**src/rtl/cap_pkg.sv**
```systemverilog
package cap_pkg;
    typedef enum logic [2:0] {
        ST_IDLE,
        ST_PRE,
        ST_WAIT,
        ST_POST,
        ST_DONE
    } cap_state_e;
endpackage

```
**src/rtl/cap_rate_div.sv**
```systemverilog
module cap_rate_div #(
    parameter int DIV_W = 8
) (
    input  logic             clk,
    input  logic             rst_n,
    input  logic             run,
    input  logic [DIV_W-1:0] div,
    output logic             tick
);
    logic [DIV_W-1:0] cnt_d, cnt_q;

    always_comb begin
        tick  = run && (cnt_q == div);
        cnt_d = cnt_q + DIV_W'(1);
        if (!run || tick) begin
            cnt_d = '0;
        end
    end

    always_ff @(posedge clk) begin
        if (!rst_n) begin
            cnt_q <= '0;
        end else begin
            cnt_q <= cnt_d;
        end
    end
endmodule

```
**src/rtl/cap_window_clamp.sv**
```systemverilog
module cap_window_clamp #(
    parameter int ADDR_W = 20
) (
    input  logic [ADDR_W:0] req_pre,
    input  logic [ADDR_W:0] req_post,
    output logic [ADDR_W:0] pre_eff,
    output logic [ADDR_W:0] post_eff
);
    localparam int CW = ADDR_W + 1;
    localparam logic [CW-1:0] LIMIT = CW'((1 << ADDR_W) - 1);

    logic [CW-1:0] room;

    always_comb begin
        pre_eff  = (req_pre > LIMIT) ? LIMIT : req_pre;
        room     = LIMIT - pre_eff;
        post_eff = (req_post > room) ? room : req_post;
    end
endmodule

```
**src/rtl/trig_capture_ctrl.sv**
```systemverilog
module trig_capture_ctrl #(
    parameter int ADDR_W = 20,
    parameter int DATA_W = 16,
    parameter int DIV_W  = 8
) (
    input  logic              clk,
    input  logic              rst_n,
    input  logic [DIV_W-1:0]  cfg_div,
    input  logic [ADDR_W:0]   cfg_pre,
    input  logic [ADDR_W:0]   cfg_post,
    input  logic              arm,
    input  logic              trig_in,
    input  logic [DATA_W-1:0] smp_in,
    input  logic [1:0]        bank_busy,
    output logic              mem_we,
    output logic              mem_bank,
    output logic [ADDR_W-1:0] mem_addr,
    output logic [DATA_W-1:0] mem_wdata,
    output logic [ADDR_W-1:0] trig_addr,
    output logic              done,
    output logic              done_bank
);
    import cap_pkg::*;

    localparam int CW = ADDR_W + 1;

    typedef struct packed {
        cap_state_e          st;
        logic                pend;
        logic                bank;
        logic [ADDR_W-1:0]   addr;
        logic [CW-1:0]       cnt;
        logic [CW-1:0]       pre;
        logic [CW-1:0]       post;
        logic                we;
        logic                wbank;
        logic [ADDR_W-1:0]   waddr;
        logic [DATA_W-1:0]   wdata;
        logic [ADDR_W-1:0]   taddr;
        logic                done;
        logic                dbank;
    } regs_t;

    regs_t         r_d, r_q;
    logic          tick;
    logic          run;
    logic [CW-1:0] pre_eff, post_eff;
    cap_state_e    st_q;
    logic          bank_q;

    assign st_q   = r_q.st;
    assign bank_q = r_q.bank;
    assign run    = (r_q.st == ST_PRE) || (r_q.st == ST_WAIT) || (r_q.st == ST_POST);

    cap_rate_div #(.DIV_W(DIV_W)) i_div (
        .clk   (clk),
        .rst_n (rst_n),
        .run   (run),
        .div   (cfg_div),
        .tick  (tick)
    );

    cap_window_clamp #(.ADDR_W(ADDR_W)) i_clamp (
        .req_pre  (cfg_pre),
        .req_post (cfg_post),
        .pre_eff  (pre_eff),
        .post_eff (post_eff)
    );

    always_comb begin
        r_d      = r_q;
        r_d.we   = 1'b0;
        r_d.done = 1'b0;
        if (arm) begin
            r_d.pend = 1'b1;
        end
        if (run && tick) begin
            r_d.we    = 1'b1;
            r_d.wbank = r_q.bank;
            r_d.waddr = r_q.addr;
            r_d.wdata = smp_in;
            r_d.addr  = r_q.addr + ADDR_W'(1);
        end
        unique case (r_q.st)
            ST_IDLE: begin
                if ((arm || r_q.pend) && !bank_busy[r_q.bank]) begin
                    r_d.pend = 1'b0;
                    r_d.pre  = pre_eff;
                    r_d.post = post_eff;
                    r_d.addr = '0;
                    r_d.cnt  = '0;
                    r_d.st   = (pre_eff == '0) ? ST_WAIT : ST_PRE;
                end
            end
            ST_PRE: begin
                if (tick) begin
                    r_d.cnt = r_q.cnt + CW'(1);
                    if (r_q.cnt + CW'(1) == r_q.pre) begin
                        r_d.st = ST_WAIT;
                    end
                end
            end
            ST_WAIT: begin
                if (tick && trig_in) begin
                    r_d.taddr = r_q.addr;
                    r_d.cnt   = '0;
                    r_d.st    = (r_q.post == '0) ? ST_DONE : ST_POST;
                end
            end
            ST_POST: begin
                if (tick) begin
                    r_d.cnt = r_q.cnt + CW'(1);
                    if (r_q.cnt + CW'(1) == r_q.post) begin
                        r_d.st = ST_DONE;
                    end
                end
            end
            ST_DONE: begin
                r_d.done  = 1'b1;
                r_d.dbank = r_q.bank;
                r_d.bank  = ~r_q.bank;
                r_d.st    = ST_IDLE;
            end
            default: r_d.st = ST_IDLE;
        endcase
    end

    always_ff @(posedge clk) begin
        if (!rst_n) begin
            r_q <= '0;
        end else begin
            r_q <= r_d;
        end
    end

    assign mem_we    = r_q.we;
    assign mem_bank  = r_q.wbank;
    assign mem_addr  = r_q.waddr;
    assign mem_wdata = r_q.wdata;
    assign trig_addr = r_q.taddr;
    assign done      = r_q.done;
    assign done_bank = r_q.dbank;
endmodule

```
**config.mk**
```make
export PLATFORM = sky130hd
export DESIGN_NAME = trig_capture_ctrl
export DESIGN_NICKNAME = d
export VERILOG_FILES = /design/src/rtl/cap_pkg.sv /design/src/rtl/cap_rate_div.sv /design/src/rtl/cap_window_clamp.sv /design/src/rtl/trig_capture_ctrl.sv
export SDC_FILE = /design/constraint.sdc
export NUM_CORES = 1
export LEC_CHECK = 0
export BUFFER_PORTS_ARGS = -buffer_cell sky130_fd_sc_hd__buf_4
export CAP_MARGIN = 20
export CORE_AREA = 5 5 154 119
export DETAILED_ROUTE_END_ITERATION = 16
export DIE_AREA = 0 0 159 124
export PLACE_DENSITY_LB_ADDON = 0.1
export SLEW_MARGIN = 20
export SYNTH_ARGS = -nofsm -noshare
export SYNTH_HDL_FRONTEND = slang
export SYNTH_SLANG_ARGS = --single-unit
```
**constraint.sdc**
```tcl
create_clock -name clk -period 3.5 [get_ports clk]
set_input_delay 0.525 -clock clk [delete_from_list [all_inputs] [get_ports clk]]
set_output_delay 0.525 -clock clk [all_outputs]
set_load 0.005 [all_outputs]
```
==> results.toml, run 1 <==
[cells_and_area]
instances_no_fill = 1382
fin_nets = 1250
drive_gt1_frac = 0.182
area_delta_synth_final_pct = 13.6
fillers = 1380
n_antenna_cell = 0
finalInstanceArea_sq_um = 10700

[routing]
wl_um = 25300
wl_per_cell_um = 18.3
drt-pass1-iter-count = 5
ant_nets = 0
vias = 8158
drt_iter0_markers = 822
drc = 0
via_per_inst = 5.90

[synth]
synth_edf_count = 0
postSynth.asyncResetShare = 0
synth_seq_area_share = 0.331
ys_ff_latch = 156
synth_top_cells_by_area = "dfxtp_1, mux2i_1, buf_4, nor2b_1, xnor2_1"
syn_area_sq_um = 9440
synth_cells = 1108
ys_warn_count = 0
syn_avg_cell_area_sq_um = 8.52
ys.flop_type = "dfxtp_1"
syn_nets = 1204
synth_commonest_cells = "dfxtp_1, nand2_1, nor2_1"
synth_top_area_frac = 0.331
synth_area_leader_cell = "dfxtp_1"
yosysMostFrequentCell = "dfxtp_1"
ys_types = 69

[timing]
final_max_slew_viol_count = 0
hold_violations = 0
tightest_slew_ns = 0.872
hold_ws_ns = 0.354
fin_crit_ns = 3.19
relSlewSlack = 0.419
period_share = 0.912
rsz0062_at_grt = "false"
fin_skew_ns = 0.00915
fin_setup_tns_ns = 0
max_freq_mhz = 313
setup_viol = 0
setup_slack_ns = 0.309

[placed_design]
routabilityCongestion = 0.975
dp_hpwl_um = 18300
dp_slack_ns = 0.347
placedCellCount = 1350
port_buffers = 131
post_dp_cell_area_sq_um = 10100

[global_routing]
grt_start_max_net_pins = 72
grt-ovfl-total = 0
grt_pass1_wl_um = 40100
antenna_found_initial = 0
grt_pass1_vias = 7392
grt_use_total = 0.251

[critical_path]
path_max_fanout = 8
r2r_cells = 9
endpoint_kind = "flop"
cp.arrival_ns = 3.50
critPathRequiredTime_ns = 3.81
r2r_slack_ns = 0.31
crit_path_start_kind = "flop"
path_class = "reg2reg"

[clock_network]
clk_path_buf_depth = 2
numCtsBuffers = 17
root_buffer = "clkbuf_16"
cts_tree = "done"
cts_setup_buffers = 0
cts_max_level = 4
clk_latency_ns = 0.43
clk_pin_slew_worst_paths_ns = 0.06
cts_sinks = 156
cts_resized = 0
hold_buffers = 0

[power_and_ir_drop]
power_leakage_nw = 4.24
powerDensity_nw_per_um2 = 402
worst_ir_drop_vdd_mv = 0.325

[floorplanning]
die-width_um = 159
core_sq_um = 16600
die_area_sq_um = 19700
rows = 41
dieHeight_um = 124
ios = 132
start_util = 0.570

[worst_hold_path]
min_path_type = "in2reg"
min_path_cells = 3

[run_status]
status = "completed"

[flow_run]
max_cap_viol_count = 0
-- cell families after synthesis --
group | after synthesis | share of synthesized area
flops | 156 | 0.331
simple gates | 408 | 0.235
fa+ha+maj | 24 | 0.0318
xor+xnor | 88 | 0.0875
mux | 62 | 0.0657
other cells | 1 | 0.000397
compound gates | 209 | 0.156
buf+inv | 160 | 0.0928
-- flip-flops by register name (all words and copies together), names as in the netlist --
register	flops
bank_q	1
mem_addr	20
st_q	3
mem_bank	1
done_bank	1
mem_wdata	16
r_q	84
done	1
trig_addr	20
mem_we	1
i_div.cnt_q	8
-- final cells by class --
type	instances	area, sq um	share of cell area
clock buffer	19	433	0.0404
clock inverter	13	156	0.0146
inverter	32	120	0.0112
multi-input combinational	792	5460	0.509
sequential	156	3120	0.291
tap	215	269	0.0251
timing repair buffer	155	1160	0.108
-- stage by stage --
step	utilization	total power, mW
floorplan	-	2.26
finish	0.647	4.31
global route	0.647	4.47
detailed placement	0.612	2.46
global placement	0.612	2.45
CTS	0.647	4.32
-- power breakdown --
group | internal, mW | switching (mW) | leakage (nW)
combinational | 0.251 | 0.293 | 2.70
clock | 1.07 | 0.808 | 0.275
sequential | 1.82 | 0.0672 | 1.27
-- metal layers --
layer  share of wire  global-route usage
met1            0.49               0.389
met2            0.40               0.343
met3           0.096              0.0586
met4           0.016              0.0709
met5               0                   0
-- worst paths after layout --
| path | start | end |
|---|---|---|
| setup / recovery | r_q[102]$_SDFFE_PN0P_ | st_q[0]$_SDFFE_PN0P_ |
| hold reg to reg | done_bank$_SDFFE_PN0P_ | done_bank$_SDFFE_PN0P_ |
| setup reg to reg | r_q[102]$_SDFFE_PN0P_ | st_q[0]$_SDFFE_PN0P_ |
| hold / removal | smp_in[0] | mem_wdata[0]$_SDFFE_PN0P_ |
-- placed cells by master, fill, tap and decap left out, types with 20 or more instances in the layout --
cell      netlist  routed
dfxtp_1       156     156
buf_4          64     155
nand2_1        82      82
nor2_1         74      74
nor2b_1        69      69
mux2i_1        62      62
o21ai_0        48      48
xnor2_1        45      45
xor2_1         39      39
inv_1          32      32
nand4_1        26      26
nand3_1        25      25
nand2b_1       24      24
a21oi_1        24      24
ha_1           24      24
a31oi_1        21      21
o211a_1        20      20
a221oi_1       20      20
-- critical path, stage by stage (launching register included) --
cell	delay, ns
dfxtp_1	0.52
ha_1	0.32
nand3_1	0.33
nor4_1	0.72
xnor2_1	0.22
o2111ai_1	0.16
nor4_1	0.21
nand4_1	0.15
o41ai_1	0.35
nor2_1	0.08
No activity file was read; power rests on OpenSTA's default activity.
==> run 2, diff against run 1 <==
Settings changed: CORE_AREA 5 5 154 119 to 5 5 152 117, DIE_AREA 0 0 159 124 to 0 0 157 122, SKIP_LAST_GASP set to 1, SYNTH_HIERARCHICAL set to 1.
==> run 2 against run 1 <==
  * Clock skew rose by 0.0048 ns
  * Core utilization is 0.49 points lower
  * Highest routed layer unchanged
  * Hold slack got worse by 0.0079 ns
  * Sequential share of layout area rose by 0.59 points
  * Via count shrank 3.2%
  * Critical path type unchanged
  * Area after synthesis decreased by 3.0%
  * Non-clock buffer count rose by 2
==> results.toml, run 2 <==
[run_status]
status = "completed"

[clock_network]
cts_max_level = 4
cts_setup_buffers = 0
clk_path_buf_depth = 2
root_buffer = "clkbuf_16"
hold_buffers = 0
clk_latency_ns = 0.44
clk_pin_slew_worst_paths_ns = 0.07
numCtsBuffers = 17
cts_sinks = 156
cts_tree = "done"
cts_resized = 0

[global_routing]
grt_start_max_net_pins = 67
antenna_found_initial = 0
grt_pass1_wl_um = 38000
grt-ovfl-total = 0
grt_use_total = 0.246
grt_pass1_vias = 7286

[critical_path]
path_class = "reg2reg"
cp.arrival_ns = 3.48
critPathRequiredTime_ns = 3.82
crit_chain = "nand4_4 > or3_1 > nor2_8 > nor3b_1 > or4b_1 > or4_1 > a311o_1"
slowest_stage = "or3_1"
crit_path_start_kind = "flop"
endpoint_kind = "flop"
max_stage_delay_ns = 0.57
path_max_fanout = 15
r2r_slack_ns = 0.34

[cells_and_area]
fin_nets = 1287
instances_no_fill = 1419
regMostFlops = "r_q"
layout_common_cells = "nand2_1, dfxtp_1, buf_4, a21boi_0, nor2_1"
area_delta_synth_final_pct = 14.7
n_antenna_cell = 0
final_common_cell = "nand2_1"
largest_reg_flops = 84
fin_util = 0.642
drive_gt1_frac = 0.190
fillers = 1448

[synth]
syn_avg_cell_area_sq_um = 8.02
synth_top_area_frac = 0.341
synth_cells = 1143
ys_ff_latch = 156
yosysMostFrequentCell = "nand2_1"
synth_top_cells_by_area = "dfxtp_1, nand2_1, a21boi_0, buf_4, xor2_1"
synth_seq_area_share = 0.341
synth_commonest_cells = "nand2_1, dfxtp_1, a21boi_0"
postSynth.asyncResetShare = 0
ys.flop_type = "dfxtp_1"
synth_area_leader_cell = "dfxtp_1"
ys_types = 66
syn_nets = 1239
syn_area_sq_um = 9160
synth_edf_count = 0
ys_warn_count = 6

[power_and_ir_drop]
powerDensity_nw_per_um2 = 433
p_switching_mw = 1.35
combPwrFrac = 0.158
worst_ir_drop_vdd_mv = 0.365
seqPwrFrac = 0.427
intPower_mw = 3.21
power_leakage_nw = 4.16
netSwitchingFraction = 0.296
p_clk_frac = 0.416
totalPowerFinal_mw = 4.56

[timing]
fin_skew_ns = 0.0140
max_freq_mhz = 316
tightest_slew_ns = 0.762
hold_violations = 0
hold_ws_ns = 0.346
fin_setup_tns_ns = 0
setup_viol = 0
relSlewSlack = 0.492
rsz0062_at_grt = "false"
final_max_slew_viol_count = 0
fin_crit_ns = 3.16
period_share = 0.904

[placed_design]
placedCellCount = 1387
dp_hpwl_um = 16900
routabilityCongestion = 0.966
port_buffers = 131

[routing]
drt_iter0_markers = 669
drc = 0
wl_per_cell_um = 16.4
vias = 7893
drt-pass1-iter-count = 6
ant_nets = 0
wl_um = 23300
via_per_inst = 5.56

[flow_run]
max_cap_viol_count = 0

[floorplanning]
start_util = 0.560
die_area_sq_um = 19200
dieHeight_um = 122
ios = 132
die-width_um = 157
rows = 41
core_sq_um = 16400

[worst_hold_path]
min_path_type = "in2reg"
## run 2: path summary, 6_finish.rpt
path,from,end,depth (start not counted)
max,r_q[108]$_SDFFE_PN0P_,st_q[0]$_SDFFE_PN0P_,7
min reg2reg,mem_wdata[10]$_SDFFE_PN0P_,mem_wdata[10]$_SDFFE_PN0P_,2
min,smp_in[13],mem_wdata[13]$_SDFFE_PN0P_,3
max reg2reg,r_q[108]$_SDFFE_PN0P_,st_q[0]$_SDFFE_PN0P_,7
## run 2: per-layer routing
layer	GRT usage	wire, um	vias up
li1	-	-	3956
met1	0.384	12100	3657
met2	0.341	9380	258
met3	0.0508	1550	22
met4	0.0661	255	0
met5	0	0	-
## run 2: critical path: cells and delay by family (launching register included)
kind	cells	cell delay [ns]
DFF	1	0.51
and+or+nand+nor	6	2.19
AOI/OAI and AO/OA	1	0.34
## run 2: power groups by stage
stage / sequential (mW) / combinational (mW) / clock, mW
after global routing: 1.95 / 0.801 / 2.02
after global placement: 1.98 / 0.707 / 0
after floorplan: 1.93 / 0.516 / 0
after CTS: 1.94 / 0.714 / 1.93
after detailed placement: 1.98 / 0.709 / 0
final: 1.94 / 0.718 / 1.90
## run 2: per-stage QoR
stage,instance area (sq um),worst slack [ns]
after floorplan,9160,0.407
after global placement,9900,0.433
after detailed placement,9900,0.393
after CTS,10500,0.364
after global routing,10500,0.136
final,10500,0.335
## run 2: cell type report
cell class,instances,area [sq um],share of cell area
clock inverters,14,173,0.0164
multi-input cells,829,5210,0.495
clock buffers,18,439,0.0418
flip-flops and latches,156,3120,0.297
inverters,30,113,0.0107
repair buffers,157,1190,0.113
well taps,215,269,0.0256
## run 2: cell families (layout without fill, tap and decap cells)
family / Yosys count / in the layout / share of synthesized area
xor+xnor: 76 / 76 / 0.0795
buf+inv: 158 / 219 / 0.0922
mux: 23 / 23 / 0.0253
compound gates: 215 / 215 / 0.166
flops: 156 / 156 / 0.341
fa+ha+maj: 24 / 24 / 0.0328
simple gates: 489 / 489 / 0.263
other cells: 2 / 2 / 0.000820
